**src/rtl/mbist_pkg.sv**
```systemverilog
package mbist_pkg;

    // One March operation: read or write, and whether it uses the complement.
    typedef struct packed {
        logic rd;
        logic inv;
    } mop_t;

    // One March element: direction, operation count, and its operations.
    typedef struct packed {
        logic up;
        logic two;
        mop_t first;
        mop_t second;
    } melem_t;

    typedef enum logic [1:0] {
        S_IDLE  = 2'd0,
        S_RUN   = 2'd1,
        S_DRAIN = 2'd2
    } seq_state_t;

    localparam int ELEM_CNT = 7;
    localparam logic [2:0] LAST_ELEM = 3'(ELEM_CNT - 1);

    function automatic melem_t elem_info(input logic [2:0] e);
        melem_t m;
        case (e)
            3'd0:    m = '{up: 1'b1, two: 1'b0, first: '{1'b0, 1'b0}, second: '{1'b0, 1'b0}};
            3'd1:    m = '{up: 1'b1, two: 1'b1, first: '{1'b1, 1'b0}, second: '{1'b0, 1'b1}};
            3'd2:    m = '{up: 1'b1, two: 1'b1, first: '{1'b1, 1'b1}, second: '{1'b0, 1'b0}};
            3'd3:    m = '{up: 1'b1, two: 1'b0, first: '{1'b1, 1'b0}, second: '{1'b0, 1'b0}};
            3'd4:    m = '{up: 1'b0, two: 1'b1, first: '{1'b1, 1'b0}, second: '{1'b0, 1'b1}};
            3'd5:    m = '{up: 1'b0, two: 1'b1, first: '{1'b1, 1'b1}, second: '{1'b0, 1'b0}};
            default: m = '{up: 1'b1, two: 1'b0, first: '{1'b1, 1'b0}, second: '{1'b0, 1'b0}};
        endcase
        return m;
    endfunction

endpackage

```
**src/rtl/mbist_seq.sv**
```systemverilog
module mbist_seq
    import mbist_pkg::*;
#(
    parameter int ADDR_W = 4,
    parameter int DATA_W = 8
) (
    input  logic              clk,
    input  logic              rst,
    input  logic              start,
    output logic              idle,
    output logic              run,
    output logic              accept,
    output logic              done,
    output logic [ADDR_W-1:0] op_addr,
    output logic [DATA_W-1:0] op_data,
    output logic              op_we,
    output logic              op_rd
);
    localparam int NBG  = $clog2(DATA_W) + 1;
    localparam int BG_W = (NBG > 1) ? $clog2(NBG) : 1;
    localparam logic [BG_W-1:0] LAST_BG = BG_W'(NBG - 1);
    localparam logic [ADDR_W-1:0] TOP_ADDR = '1;

    seq_state_t        state_q;
    logic [2:0]        elem_q;
    logic              ph_q;
    logic [ADDR_W-1:0] addr_q;
    logic [BG_W-1:0]   bg_q;
    logic              done_q;

    melem_t            cur;
    melem_t            nxt;
    mop_t              op;
    logic [DATA_W-1:0] bg_word;
    logic              last_op, at_end;

    always_comb begin
        cur = elem_info(elem_q);
        nxt = elem_info(elem_q + 3'd1);
        op  = ph_q ? cur.second : cur.first;
        for (int i = 0; i < DATA_W; i++) begin
            if (bg_q == '0) bg_word[i] = 1'b0;
            else            bg_word[i] = ~((i >> (int'(bg_q) - 1)) & 1);
        end
        last_op = ph_q || !cur.two;
        at_end  = cur.up ? (addr_q == TOP_ADDR) : (addr_q == '0);
    end

    assign idle    = (state_q == S_IDLE);
    assign run     = (state_q == S_RUN);
    assign accept  = idle && start;
    assign done    = done_q;
    assign op_addr = addr_q;
    assign op_data = op.inv ? ~bg_word : bg_word;
    assign op_we   = run && !op.rd;
    assign op_rd   = run && op.rd;

    always_ff @(posedge clk) begin
        if (rst) begin
            state_q <= S_IDLE;
            elem_q  <= '0;
            ph_q    <= 1'b0;
            addr_q  <= '0;
            bg_q    <= '0;
            done_q  <= 1'b0;
        end else begin
            case (state_q)
                S_IDLE: begin
                    if (start) begin
                        state_q <= S_RUN;
                        elem_q  <= '0;
                        ph_q    <= 1'b0;
                        addr_q  <= '0;
                        bg_q    <= '0;
                        done_q  <= 1'b0;
                    end
                end
                S_RUN: begin
                    if (!last_op) begin
                        ph_q <= 1'b1;
                    end else begin
                        ph_q <= 1'b0;
                        if (!at_end) begin
                            addr_q <= cur.up ? addr_q + 1'b1 : addr_q - 1'b1;
                        end else if (elem_q != LAST_ELEM) begin
                            elem_q <= elem_q + 3'd1;
                            addr_q <= nxt.up ? '0 : TOP_ADDR;
                        end else if (bg_q != LAST_BG) begin
                            bg_q   <= bg_q + 1'b1;
                            elem_q <= '0;
                            addr_q <= '0;
                        end else begin
                            state_q <= S_DRAIN;
                        end
                    end
                end
                S_DRAIN: begin
                    state_q <= S_IDLE;
                    done_q  <= 1'b1;
                end
                default: state_q <= S_IDLE;
            endcase
        end
    end

endmodule

```
**src/rtl/mbist_cmp.sv**
```systemverilog
module mbist_cmp #(
    parameter int NUM_RAMS = 2,
    parameter int DATA_W   = 8
) (
    input  logic                       clk,
    input  logic                       rst,
    input  logic                       clear,
    input  logic                       rd_issue,
    input  logic [DATA_W-1:0]          exp_data,
    input  logic [NUM_RAMS*DATA_W-1:0] rdata,
    output logic [NUM_RAMS-1:0]        fail_vec
);
    logic              rd_q;
    logic [DATA_W-1:0] exp_q;

    always_ff @(posedge clk) begin
        if (rst) begin
            rd_q  <= 1'b0;
            exp_q <= '0;
        end else begin
            rd_q  <= rd_issue;
            exp_q <= exp_data;
        end
    end

    for (genvar r = 0; r < NUM_RAMS; r++) begin : g_lane
        logic miss;
        logic fail_q;
        assign miss = rd_q && (rdata[r*DATA_W +: DATA_W] != exp_q);
        always_ff @(posedge clk) begin
            if (rst || clear) fail_q <= 1'b0;
            else              fail_q <= fail_q | miss;
        end
        assign fail_vec[r] = fail_q;
    end

endmodule

```
**src/rtl/mbist_port_mux.sv**
```systemverilog
module mbist_port_mux #(
    parameter int NUM_RAMS = 2,
    parameter int ADDR_W   = 4,
    parameter int DATA_W   = 8
) (
    input  logic                       sel_test,
    input  logic [ADDR_W-1:0]          t_addr,
    input  logic [DATA_W-1:0]          t_data,
    input  logic                       t_we,
    input  logic [NUM_RAMS*ADDR_W-1:0] f_addr,
    input  logic [NUM_RAMS*DATA_W-1:0] f_data,
    input  logic [NUM_RAMS-1:0]        f_we,
    output logic [NUM_RAMS*ADDR_W-1:0] o_addr,
    output logic [NUM_RAMS*DATA_W-1:0] o_data,
    output logic [NUM_RAMS-1:0]        o_we
);
    for (genvar r = 0; r < NUM_RAMS; r++) begin : g_leg
        assign o_addr[r*ADDR_W +: ADDR_W] = sel_test ? t_addr : f_addr[r*ADDR_W +: ADDR_W];
        assign o_data[r*DATA_W +: DATA_W] = sel_test ? t_data : f_data[r*DATA_W +: DATA_W];
        assign o_we[r]                    = sel_test ? t_we   : f_we[r];
    end
endmodule

```
**src/rtl/mbist_engine.sv**
```systemverilog
module mbist_engine #(
    parameter int NUM_RAMS = 2,
    parameter int ADDR_W   = 4,
    parameter int DATA_W   = 8
) (
    input  logic                       clk,
    input  logic                       rst,
    input  logic                       start,
    output logic                       done,
    output logic                       fail,
    output logic [NUM_RAMS-1:0]        fail_vec,
    input  logic [NUM_RAMS*ADDR_W-1:0] sys_addr,
    input  logic [NUM_RAMS*DATA_W-1:0] sys_wdata,
    input  logic [NUM_RAMS-1:0]        sys_we,
    output logic [NUM_RAMS*ADDR_W-1:0] ram_addr,
    output logic [NUM_RAMS*DATA_W-1:0] ram_wdata,
    output logic [NUM_RAMS-1:0]        ram_we,
    input  logic [NUM_RAMS*DATA_W-1:0] ram_rdata
);
    logic              idle, run, accept, op_we, op_rd;
    logic [ADDR_W-1:0] op_addr;
    logic [DATA_W-1:0] op_data;

    mbist_seq #(.ADDR_W(ADDR_W), .DATA_W(DATA_W)) seq_i (
        .clk(clk), .rst(rst), .start(start),
        .idle(idle), .run(run), .accept(accept), .done(done),
        .op_addr(op_addr), .op_data(op_data), .op_we(op_we), .op_rd(op_rd)
    );

    mbist_cmp #(.NUM_RAMS(NUM_RAMS), .DATA_W(DATA_W)) cmp_i (
        .clk(clk), .rst(rst), .clear(accept), .rd_issue(op_rd),
        .exp_data(op_data), .rdata(ram_rdata), .fail_vec(fail_vec)
    );

    mbist_port_mux #(.NUM_RAMS(NUM_RAMS), .ADDR_W(ADDR_W), .DATA_W(DATA_W)) mux_i (
        .sel_test(run), .t_addr(op_addr), .t_data(op_data), .t_we(op_we),
        .f_addr(sys_addr), .f_data(sys_wdata), .f_we(sys_we),
        .o_addr(ram_addr), .o_data(ram_wdata), .o_we(ram_we)
    );

    assign fail = |fail_vec;

endmodule

```
**config.mk**
```make
export PLATFORM = sky130hd
export DESIGN_NAME = mbist_engine
export DESIGN_NICKNAME = d
export VERILOG_FILES = /design/src/rtl/mbist_pkg.sv /design/src/rtl/mbist_seq.sv /design/src/rtl/mbist_cmp.sv /design/src/rtl/mbist_port_mux.sv /design/src/rtl/mbist_engine.sv
export SDC_FILE = /design/constraint.sdc
export NUM_CORES = 1
export LEC_CHECK = 0
export ABC_AREA = 1
export BUFFER_PORTS_ARGS = -buffer_cell sky130_fd_sc_hd__buf_4
export CAP_MARGIN = 5
export CORE_MARGIN = 2
export CORE_UTILIZATION = 45
export CTS_BUF_LIST = sky130_fd_sc_hd__clkbuf_8
export DETAILED_ROUTE_END_ITERATION = 10
export GPL_ROUTABILITY_DRIVEN = 0
export PLACE_DENSITY = 0.81
export SKIP_CTS_REPAIR_TIMING = 1
export SYNTH_ARGS = -nofsm -noshare
export SYNTH_HDL_FRONTEND = slang
export SYNTH_HIERARCHICAL = 1
export SYNTH_SLANG_ARGS = --single-unit
```
**constraint.sdc**
```tcl
create_clock -name clk -period 2.4 [get_ports clk]
set_input_delay 0.36 -clock clk [delete_from_list [all_inputs] [get_ports clk]]
set_output_delay 0.36 -clock clk [all_outputs]
set_load 0.02 [all_outputs]
```
==> summary.txt <==
Slowest Stage Delay on Critical Path: 0.46 ns
Top Usage Layer GRT: met2
Die X: 70.6 µm
# DRC: 0
most common cell in the netlist: nand2_1
register area: 480 µm²
routed wire length: 4870 µm
grt total ovfl: 0
DP Wirelength: 3720 µm
clk_skew: 0.00838 ns
I/O Pins: 75
cell family with most CP delay: flip-flops
Setup crit end kind: output port
Synth top cells by count: nand2_1 (135), inv_1 (44), nor2_1 (30)
Pleak: 0.00145 µW
DIE AREA: 4980 µm²
row cnt: 24
vias: 2130
Layout fillers: 410
clock sink count: 24
Gate Count Post-Synth: 332
largest area contributor in the netlist: nand2_1
drt wl/cell: 10.7 µm
Antenna Cells: 0
Slew Viols, Final: 0
initial antenna violation count: 0
mean post-synth cell area: 6.00 µm²
Worst-Margin Slew: 0.412 ns
Clk Latency, worst-skew pair: 0.28 ns
multi-input logic area: 1290 µm²
Synth top area share: 25.4%
met2 Usage GRT: 37.0%
HP Class: primary input to register
critical path, cell by cell: inv_2 -> nand2_2 -> inv_1 -> o21ai_2 -> o21ai_4 -> xor2_1 -> nand2_1 -> nand2_1 -> buf_4
count of cell types in the netlist: 33
fin crit share: 95.0%
Syn Std Cell Area: 1990 µm²
vias in the first global route: 1975
Nets: 459
1st-iter DRT viols: 82
Post-synth ARST share: 0%
synthesis-to-layout area growth: 32.1%
Chip Height: 70.6 µm
min Tclk post-route: 2.28 ns
antenna-violating nets left: 0
first-pass GRT wire length: 8200 µm
CP arrival: 1.92 ns
IO buf count: 74
fmax: 439 MHz
Reg clk slew, reported paths: 0.09 ns
max_cap viols: 0
clock buffer depth: 2
First-pass DRT Iterations: 4
CTS tree: built
Slew headroom: 72.5%
GRT Util Overall: 19.8%
Fin. Hold Viols: 0
synthesized flop and latch total: 24
most frequent CP cell: nand2_1
cts bufs inserted: 3
top area cells in the synthesized netlist: nand2_1 (25%), dfxtp_1 (24%), inv_1 (8.3%)
post-route cell area: 2630 µm²
post-place setup slack: 0.423 ns
CTS Root Cell: clkbuf_8
Post-DP Area: 2560 µm²
Final WS setup: 0.121 ns
htree depth: 1
EDFF count, synth: 0
syn nets: 386
ys flop type: dfxtp_1
met3 Track Usage GR: 1.71%
Vias/cell: 4.67
critical path class: register to output port
Initial Util: 46.1%
pin count of the biggest net entering global routing: 27
share of layout cells above drive strength 1: 26.2%
CP max stage cell: dfxtp_1
crit path launch type: register
status: complete, no violations
final setup fails: 0
YS warnings: 6
sequential area share after synthesis: 24.1%
met1 global-route usage: 23.6%
Bufs and invs on worst path: 3
Peak VDD IR: 237 µV
crit path max fanout: 7
WP data required: 2.04 ns
power density of the placed cells: 483 nW/µm²
Placeable Area: 4320 µm²
==> flip-flops by register name, summed over array words and instances (netlist names) <==
signal / count
cmp_i/exp_q: 8
cmp_i/g_lane.fail_q: 2
cmp_i/rd_q: 1
seq_i/bg_q: 2
seq_i/done: 1
seq_i/elem_q: 3
seq_i/op_addr: 4
seq_i/ph_q: 1
seq_i/state_q: 2
==> metal layers <==
metal,routed length (µm),up-vias
li1,-,1143
met1,2010,929
met2,2560,49
met3,215,9
met4,83,0
met5,0,-
==> worst paths after layout <==
path | start | endpoint | slack (ns) | cells after the start
setup / recovery | seq_i/elem_q[1] | ram_wdata[14] | 0.12 | 9
hold / removal | rst | seq_i/op_addr[1] | 0.40 | 2
setup reg to reg | seq_i/elem_q[2] | seq_i/op_addr[3] | 0.59 | 10
hold reg to reg | cmp_i/rd_q | cmp_i/g_lane[1].fail_q | 0.46 | 2
==> per-stage QoR <==
step	total power (µW)	hold slack (ns)	instances	util, %	TNS (ns)
after floorplan	810	0.428	332	-	0
after global placement	988	0.444	451	59.3	0
after detailed placement	998	0.454	451	59.3	0
after CTS	1280	0.386	455	60.5	0
after global routing	1360	0.413	456	60.9	-0.0409
final	1270	0.400	456	60.9	0
==> power breakdown <==
group / internal (µW) / total [µW] / switching [µW]
Clock: 147 / 280 / 133
Sequential: 426 / 458 / 32.1
Combinational: 229 / 535 / 306
==> layout make-up <==
type | count | share of cell area (%)
timing repair buffer | 75 | 21.4
inverter | 48 | 6.84
multi-input combinational | 253 | 49.0
sequential | 24 | 18.2
tap | 52 | 2.47
clock buffer | 4 | 2.09
==> cell families (layout without fill, tap and decap cells) <==
family | count (synthesis) | in the layout | synth area share (%)
fa+ha+maj | 9 | 9 | 6.03
buf+inv | 56 | 127 | 12.0
flops | 24 | 24 | 24.1
simple gates | 198 | 198 | 42.5
xor+xnor | 16 | 16 | 7.03
compound gates | 29 | 30 | 8.35
==> cell usage in the layout (no fill, tap or decap), types with 5 or more instances in the layout <==
master,synthesis,layout
nand3_1,11,11
nor2_1,30,30
dfxtp_1,24,24
nand2_1,135,135
ha_1,8,8
xnor2_1,10,10
a21oi_1,16,16
inv_1,44,44
buf_4,3,75
xor2_1,6,6
o21ai_0,7,5
nand2_2,6,6
No activity file was read; power rests on OpenSTA's default activity.
